[src/rtl/fir_rl_pkg.sv]
package fir_rl_pkg;
  localparam int DEF_TAPS   = 3;
  localparam int DEF_SMP_W  = 15;
  localparam int DEF_COEF_W = 16;
  localparam int DEF_ACC_W  = 31;
  localparam int DEF_WORD_W = 32;
  localparam int DEF_DAC_W  = 14;
  localparam int DEF_SHIFT  = 16;
endpackage

[src/rtl/fir_rl_loader.sv]
module fir_rl_loader #(
  parameter int CW = fir_rl_pkg::DEF_COEF_W
) (
  input  logic          clk,
  input  logic          rst,
  input  logic [CW:0]   host_word,
  output logic [CW-1:0] coef_o,
  output logic          tap_wr_o,
  output logic          smp_ce_o
);
  localparam int FLAG_BIT = CW;

  logic flag_now;
  logic flag_last;

  assign flag_now = host_word[FLAG_BIT];

  always_ff @(posedge clk) begin
    if (rst) flag_last <= 1'b0;
    else     flag_last <= flag_now;
  end

  assign tap_wr_o = flag_now & ~flag_last;
  assign smp_ce_o = ~tap_wr_o;
  assign coef_o   = host_word[CW-1:0];
endmodule

[src/rtl/fir_rl_taps.sv]
module fir_rl_taps #(
  parameter int NT = fir_rl_pkg::DEF_TAPS,
  parameter int SW = fir_rl_pkg::DEF_SMP_W,
  parameter int CW = fir_rl_pkg::DEF_COEF_W,
  parameter int AW = fir_rl_pkg::DEF_ACC_W
) (
  input  logic                 clk,
  input  logic                 rst,
  input  logic                 tap_wr,
  input  logic                 smp_ce,
  input  logic signed [CW-1:0] coef_in,
  input  logic signed [SW-1:0] sample_in,
  output logic signed [AW-1:0] acc_o,
  output logic signed [CW-1:0] tail_o
);
  localparam int PW = SW + CW;
  localparam int XW = (AW > PW) ? AW : PW;

  // multiply-accumulate, wrapped to the sum width
  function automatic logic signed [AW-1:0] mac(
    input logic signed [AW-1:0] s,
    input logic signed [CW-1:0] c,
    input logic signed [SW-1:0] x
  );
    logic signed [PW-1:0] p;
    logic signed [XW-1:0] t;
    p = PW'(c) * PW'(x);
    t = XW'(s) + XW'(p);
    return t[AW-1:0];
  endfunction

  logic signed [CW-1:0] coef_w [NT];
  logic signed [SW-1:0] tin_w  [NT];
  logic signed [AW-1:0] sum_w  [NT];

  for (genvar k = 0; k < NT; k++) begin : g_tap
    logic signed [CW-1:0] c_r;
    logic signed [AW-1:0] s_r;
    logic signed [CW-1:0] c_next;
    logic signed [AW-1:0] s_base;

    if (k == 0) begin : g_head
      assign c_next   = coef_in;
      assign s_base   = '0;
      assign tin_w[0] = sample_in;
    end else begin : g_body
      assign c_next = coef_w[k-1];
      assign s_base = sum_w[k-1];
    end

    always_ff @(posedge clk) begin
      if (rst)         c_r <= '0;
      else if (tap_wr) c_r <= c_next;
    end

    always_ff @(posedge clk) begin
      if (rst)         s_r <= '0;
      else if (smp_ce) s_r <= mac(s_base, c_r, tin_w[k]);
    end

    assign coef_w[k] = c_r;
    assign sum_w[k]  = s_r;

    // two sample registers per tap keep samples aligned with the sum pipeline
    if (k < NT - 1) begin : g_dly
      logic signed [SW-1:0] a_r;
      logic signed [SW-1:0] b_r;
      always_ff @(posedge clk) begin
        if (rst) begin
          a_r <= '0;
          b_r <= '0;
        end else if (smp_ce) begin
          a_r <= tin_w[k];
          b_r <= a_r;
        end
      end
      assign tin_w[k+1] = b_r;
    end
  end

  assign acc_o  = sum_w[NT-1];
  assign tail_o = coef_w[NT-1];
endmodule

[src/rtl/fir_rl_scaler.sv]
module fir_rl_scaler #(
  parameter int WW = fir_rl_pkg::DEF_WORD_W,
  parameter int DW = fir_rl_pkg::DEF_DAC_W
) (
  input  logic          sign_i,
  input  logic [DW-1:0] mag_i,
  output logic [WW-1:0] word_o,
  output logic          valid_o
);
  localparam int EXT_W = WW - DW;

  assign word_o  = {{EXT_W{sign_i}}, mag_i};
  assign valid_o = 1'b1;
endmodule

[src/rtl/fir_reload_top.sv]
module fir_reload_top #(
  parameter int NT = fir_rl_pkg::DEF_TAPS,
  parameter int SW = fir_rl_pkg::DEF_SMP_W,
  parameter int CW = fir_rl_pkg::DEF_COEF_W,
  parameter int AW = fir_rl_pkg::DEF_ACC_W,
  parameter int WW = fir_rl_pkg::DEF_WORD_W,
  parameter int DW = fir_rl_pkg::DEF_DAC_W,
  parameter int SH = fir_rl_pkg::DEF_SHIFT
) (
  input  logic          clk,
  input  logic          rst,
  input  logic [CW:0]   host_word,
  input  logic [SW-1:0] sample_in,
  output logic [AW-1:0] acc_o,
  output logic [WW-1:0] dac_word_o,
  output logic          dac_valid_o,
  output logic [CW-1:0] tail_coef_o
);
  localparam int MAG_HI = SH + DW - 1;

  // named internal events
  logic          tap_wr;
  logic          smp_ce;
  logic [CW-1:0] coef_bus;

  fir_rl_loader #(.CW(CW)) loader_i (
    .clk      (clk),
    .rst      (rst),
    .host_word(host_word),
    .coef_o   (coef_bus),
    .tap_wr_o (tap_wr),
    .smp_ce_o (smp_ce)
  );

  fir_rl_taps #(.NT(NT), .SW(SW), .CW(CW), .AW(AW)) taps_i (
    .clk      (clk),
    .rst      (rst),
    .tap_wr   (tap_wr),
    .smp_ce   (smp_ce),
    .coef_in  (coef_bus),
    .sample_in(sample_in),
    .acc_o    (acc_o),
    .tail_o   (tail_coef_o)
  );

  fir_rl_scaler #(.WW(WW), .DW(DW)) scaler_i (
    .sign_i (acc_o[AW-1]),
    .mag_i  (acc_o[MAG_HI:SH]),
    .word_o (dac_word_o),
    .valid_o(dac_valid_o)
  );
endmodule

[config.mk]
export PLATFORM = sky130hd
export DESIGN_NAME = fir_reload_top
export DESIGN_NICKNAME = d
export VERILOG_FILES = /design/src/rtl/fir_rl_pkg.sv /design/src/rtl/fir_rl_loader.sv /design/src/rtl/fir_rl_taps.sv /design/src/rtl/fir_rl_scaler.sv /design/src/rtl/fir_reload_top.sv
export SDC_FILE = /design/constraint.sdc
export NUM_CORES = 2
export LEC_CHECK = 0
export ABC_AREA = 1
export BUFFER_PORTS_ARGS = -buffer_cell sky130_fd_sc_hd__buf_2
export CELL_PAD_IN_SITES_DETAIL_PLACEMENT = 2
export CELL_PAD_IN_SITES_GLOBAL_PLACEMENT = 2
export CORE_UTILIZATION = 30
export DETAILED_ROUTE_END_ITERATION = 6
export PLACE_DENSITY = 0.73
export SLEW_MARGIN = 0
export SYNTH_ARGS = -nofsm -noshare
export SYNTH_HDL_FRONTEND = slang
export SYNTH_HIERARCHICAL = 1
export SYNTH_SLANG_ARGS = --single-unit
export TNS_END_PERCENT = 20
[constraint.sdc]
create_clock -name clk -period 18.35 [get_ports clk]
set_input_delay 3.67 -clock clk [delete_from_list [all_inputs] [get_ports clk]]
set_output_delay 3.67 -clock clk [all_outputs]
set_load 0.05 [all_outputs]
## Word-level counts from Yosys, hierarchy flattened

Index checks and enable logic that the tools add are counted.

| word-level totals | value |
|---|---|
| register bits | 202 |
| output and inout port bits | 80 |
| word-level logic and storage cells | 18 |

| cells by class | value |
|---|---|
| add/sub/neg operators | 2 |
| $mul | 3 |
| bitwise logic cells | 2 |

Operator list:

| operator | number |
|---|---|
| $mul A16 B15 Y31 | 3 |
| $add A31 B31 Y31 | 2 |
| $and A1 B1 Y1 | 1 |
| $not A1 Y1 | 1 |

## Depth between registers and ports, before layout

| logic depth | value |
|---|---|
| word-level depth | 2 |
| gate-level depth with buffers | 30 |

## Modules after synthesis

Netlist, hierarchy kept.

By module, submodules not included:

| module | instances | cells each | area an instance (µm²) | sequential area each (µm²) |
|---|---|---|---|---|
| fir_rl_taps | 1 | 5250 | 38891.0 | 4023.9 |
| fir_rl_scaler | 1 | 34 | 251.5 | 0.0 |
| fir_rl_loader | 1 | 22 | 158.9 | 20.0 |

## Least setup slack after synthesis

OpenSTA, ideal clock, no wires.

| timing | value |
|---|---|
| kind | input -> register |
| from | input sample_in[4] |
| to | register taps_i.g_tap[0].s_r[26] |
| arrival time | 8.761 ns |
| required time | 18.241 ns |
| path slack | 9.480 ns |
| stages | 22 |
| cells stage by stage | clkbuf_1 > clkbuf_1 > nand2_1 > fa_1 > inv_1 > fa_1 > fa_1 > fa_1 > fa_1 > inv_1 > fa_1 > inv_1 > ha_1 > nand2_1 > nor2_1 > inv_1 > nor3_1 > nand3_1 > nand4_1 > nand3_1 > nand2_1 > inv_1 |

| on the way | value |
|---|---|
| longest elaborated chain between the ends | 1 |

Ends and longest elaborated chain:

| what | RTL line | text |
|---|---|---|
| start: declaration | fir_reload_top.sv:13 | `input logic [SW-1:0] sample_in,` |
| $mul A16 B15 Y31 | fir_rl_taps.sv:27 | `p = PW'(c) * PW'(x);` |
| end signal: assignment | fir_rl_taps.sv:58 | `else if (smp_ce) s_r <= mac(s_base, c_r, tin_w[k]);` |
| end: declaration | fir_rl_taps.sv:38 | `logic signed [AW-1:0] s_r;` |

No other way between the ends.
A chain may end at the register's enable or synchronous reset.

## Final worst setup path

| timing | value |
|---|---|
| from | input sample_in[0] |
| to | register taps_i.g_tap[0].s_r[22] |

The elaborated chain is that of the path after synthesis.

==> impl_metrics.tcl <==
set metrics [dict create \
    status "finished clean" \
    ios 114 \
    rsz0062_at_grt "false" \
    row_count 132 \
    grt_max_degree 66 \
    finalHoldViolCount 0 \
    power.density_mw_per_mm2 124 \
    num_vias 32600 \
    drv_cap 0 \
    hp-class "reg2reg" \
    routed_via_density 4.67 \
    place_congestion 0.834 \
    core_area_mm2 0.130 \
    crit_type "in2reg" \
    yosys_warnings 6 \
    wire_per_inst_um 19.5 \
    cts_resized 0 \
    synth_seq_cells 202 \
    synth_area_per_cell_um2 7.41 \
    cp_cell_sequence "buf_2 -> nand2_1 -> inv_1 -> fa_1 -> fa_1 -> fa_1 -> fa_1 -> fa_1 -> inv_1 -> fa_1 -> inv_1 -> ha_1 -> nand2_1 -> nor2_1 -> inv_1 -> nor2_1 -> nand4_1 -> nand3b_1 -> nor2_1 -> o21ai_0 -> inv_1" \
    irDropWorstVdd_mv 0.0909 \
    min_period_ns 8.96 \
    slowest_stage "fa_1" \
    routed_wl_mm 136 \
    dpl_worst_slack_ns 8.78 \
    htreeDepth 1 \
    cts_hold_buf 0 \
    antenna_cells 0 \
    fin_ws_ns 9.39 \
    worstMarginPinSlew_ns 1.23 \
    slew_headroom_pct 18.1 \
    initial_utilization_pct 30.3 \
    drt_iter0_drc 1335 \
    grt_use_total_pct 21.4 \
    clk_latency_ns 0.62 \
    areaGrowthSynthToFinish_pct 7.20 \
    cts_tree "done" \
    drive_gt1_share_pct 4.93 \
    mappedNetlistNets 6369 \
    p_leak_nw 24.9 \
    cts_made_buffers 31 \
    post_cts_buffers 0 \
    ys_seq_area_share_pct 10.3 \
    clockRootBuffer "clkbuf_16" \
    die_w_um 364 \
    cts.path.max_buffers 3 \
    io_buffers 112 \
    crit_fanout 17 \
    mappedNetlistArea_mm2 0.0393 \
    antenna_found_initial 0 \
    start_kind "input port" \
    fin_nets 6274 \
    synth_edf_count 0 \
    cp.required_ns 18.86 \
    max_stage_delay_ns 0.96 \
    setup_tns_ns 0 \
    crit_path_end_kind "flip-flop" \
    ys_async_sr_fraction_pct 0 \
    netlist_instances 5306 \
    synth_flop_cell "dfxtp_1" \
    postRouteAntennaNets 0 \
    drc 0 \
    clock_sinks 202 \
    die_h_um 364 \
    clk_pin_slew_ns 0.06 \
    path_buf_inv 6 \
    grt.overflow.total 0 \
    synth_cell_types 44 \
    finalMaxSlewViolations 0 \
    crit_arrival_ns 9.46 \
    setup_viol 0 \
    fin_crit_sh_pct 48.8 \
    crit_path_frequent_cell "fa_1" \
    dr.pass1.iters 5 \
    grt_pass1_wl_mm 219 \
    fmax_mhz 112 \
    grt_pass1_vias 38300 \
    die_area_mm2 0.132 \
    hpwl_mm 113 \
    path_delay_family "adder cells" \
    clock_skew_ns 0.0127 \
]
[per-stage QoR]
step / area (µm²) / hold slack, ns / power [mW] / cells / utilization (%)
after global placement: 41100 / 0.439 / 4.49 / 6920 / 31.6
after CTS: 42100 / 0.463 / 5.32 / 6977 / 32.5
after global routing: 42100 / 0.492 / 5.83 / 6977 / 32.5
after detailed placement: 41100 / 0.454 / 4.65 / 6920 / 31.6
after floorplan: 39300 / 0.441 / 3.40 / 5306 / -
final: 42100 / 0.458 / 5.22 / 6977 / 32.5
[report_power, final]
group	leakage [nW]	internal, mW	total (mW)	switching [mW]
clock network	0.498	0.366	0.623	0.257
registers	1.68	0.531	0.667	0.136
logic	22.8	1.28	3.93	2.65
total	24.9	2.18	5.22	3.04
[state kept, by name (all words and copies together), names as in the netlist]
signal and count:
taps_i/acc_o 31, taps_i/g_tap.g_dly.b_r 30, taps_i/g_tap.c_r 32, loader_i/flag_last 1
taps_i/tail_o 16, taps_i/g_tap.s_r 62, taps_i/g_tap.g_dly.a_r 30
[Yosys cell counts (38+ instances only)]
library cell  instances  share of area, %
nor2_1              520               5.0
a21oi_1              90               1.1
inv_1              1470                14
fa_1                759                39
nand2_1            1211                12
buf_4                50              0.96
clkbuf_1            203               1.9
nand3_1             120               1.5
ha_1                270               8.6
dfxtp_1             202                10
o21ai_0             187               2.4
nand4_1              38              0.60
[layout by cell type (no fill, tap or decap), drive strengths merged]
master       n
and2         2
clkinvlp     6
ha         270
buf        154
dfxtp      202
xor2        33
nand3b       5
nor3b        1
clkinv      11
or2         14
a21oi       95
and3         2
o21bai      12
xnor2        6
a21o         3
bufinv       3
o21a         3
fa         759
nor3        23
o221ai       1
nor2       526
o211ai       5
conb         1
inv       1471
nand4       38
nand3      129
nand2     1217
o21ai      205
clkbuf      38
[cell families (layout without fill, tap and decap cells)]
kind of cell               Yosys count  count (layout)  share of synthesized area [%]
other                                1               1                        0.00954
xor gates and xnor gates            39              39                          0.869
buffers and inverters             1754            1683                           17.4
adders and majority gates         1029            1029                           47.3
DFF                                202             202                           10.3
AOI/OAI and AO/OA                  324             324                           4.37
and+or+nand+nor                   1957            1957                           19.8
[area by class of cell]
class / count / area, µm²
repair buffers: 154 / 878
inverters: 1472 / 5530
well taps: 1742 / 2180
clock inverters: 19 / 219
fillers: 15400 / 87700
clock buffers: 38 / 832
flip-flops and latches: 202 / 4040
multi-input cells: 3350 / 28500
[tightest hold or removal path: cells and delay by family, from the launching register on]
family | cells | cell delay (ns)
flops | 1 | 0.30
compound gates | 1 | 0.06
buf+inv | 1 | 0.05
[layer usage]
metal,GRT usage (%),routed length (µm)
met1,26.3,58500
met2,40.0,71000
met3,1.23,3070
met4,5.92,3850
met5,0,0
[final timing paths]
kind / from / end / slack, ns / cells after the start
max: sample_in[0] / taps_i/g_tap[0].s_r[22]$_SDFFE_PP0P_ / 9.39 / 21
min: taps_i/g_tap[0].g_dly.b_r[14]$_SDFFE_PP0P_ / taps_i/g_tap[0].g_dly.b_r[14]$_SDFFE_PP0P_ / 0.46 / 2
max reg2reg: taps_i/tail_o[15]$_SDFFE_PP0P_ / taps_i/acc_o[22]$_SDFFE_PP0P_ / 11.42 / 21
min reg2reg: taps_i/g_tap[0].g_dly.b_r[14]$_SDFFE_PP0P_ / taps_i/g_tap[0].g_dly.b_r[14]$_SDFFE_PP0P_ / 0.46 / 2
(Power assumes the default switching activity.)
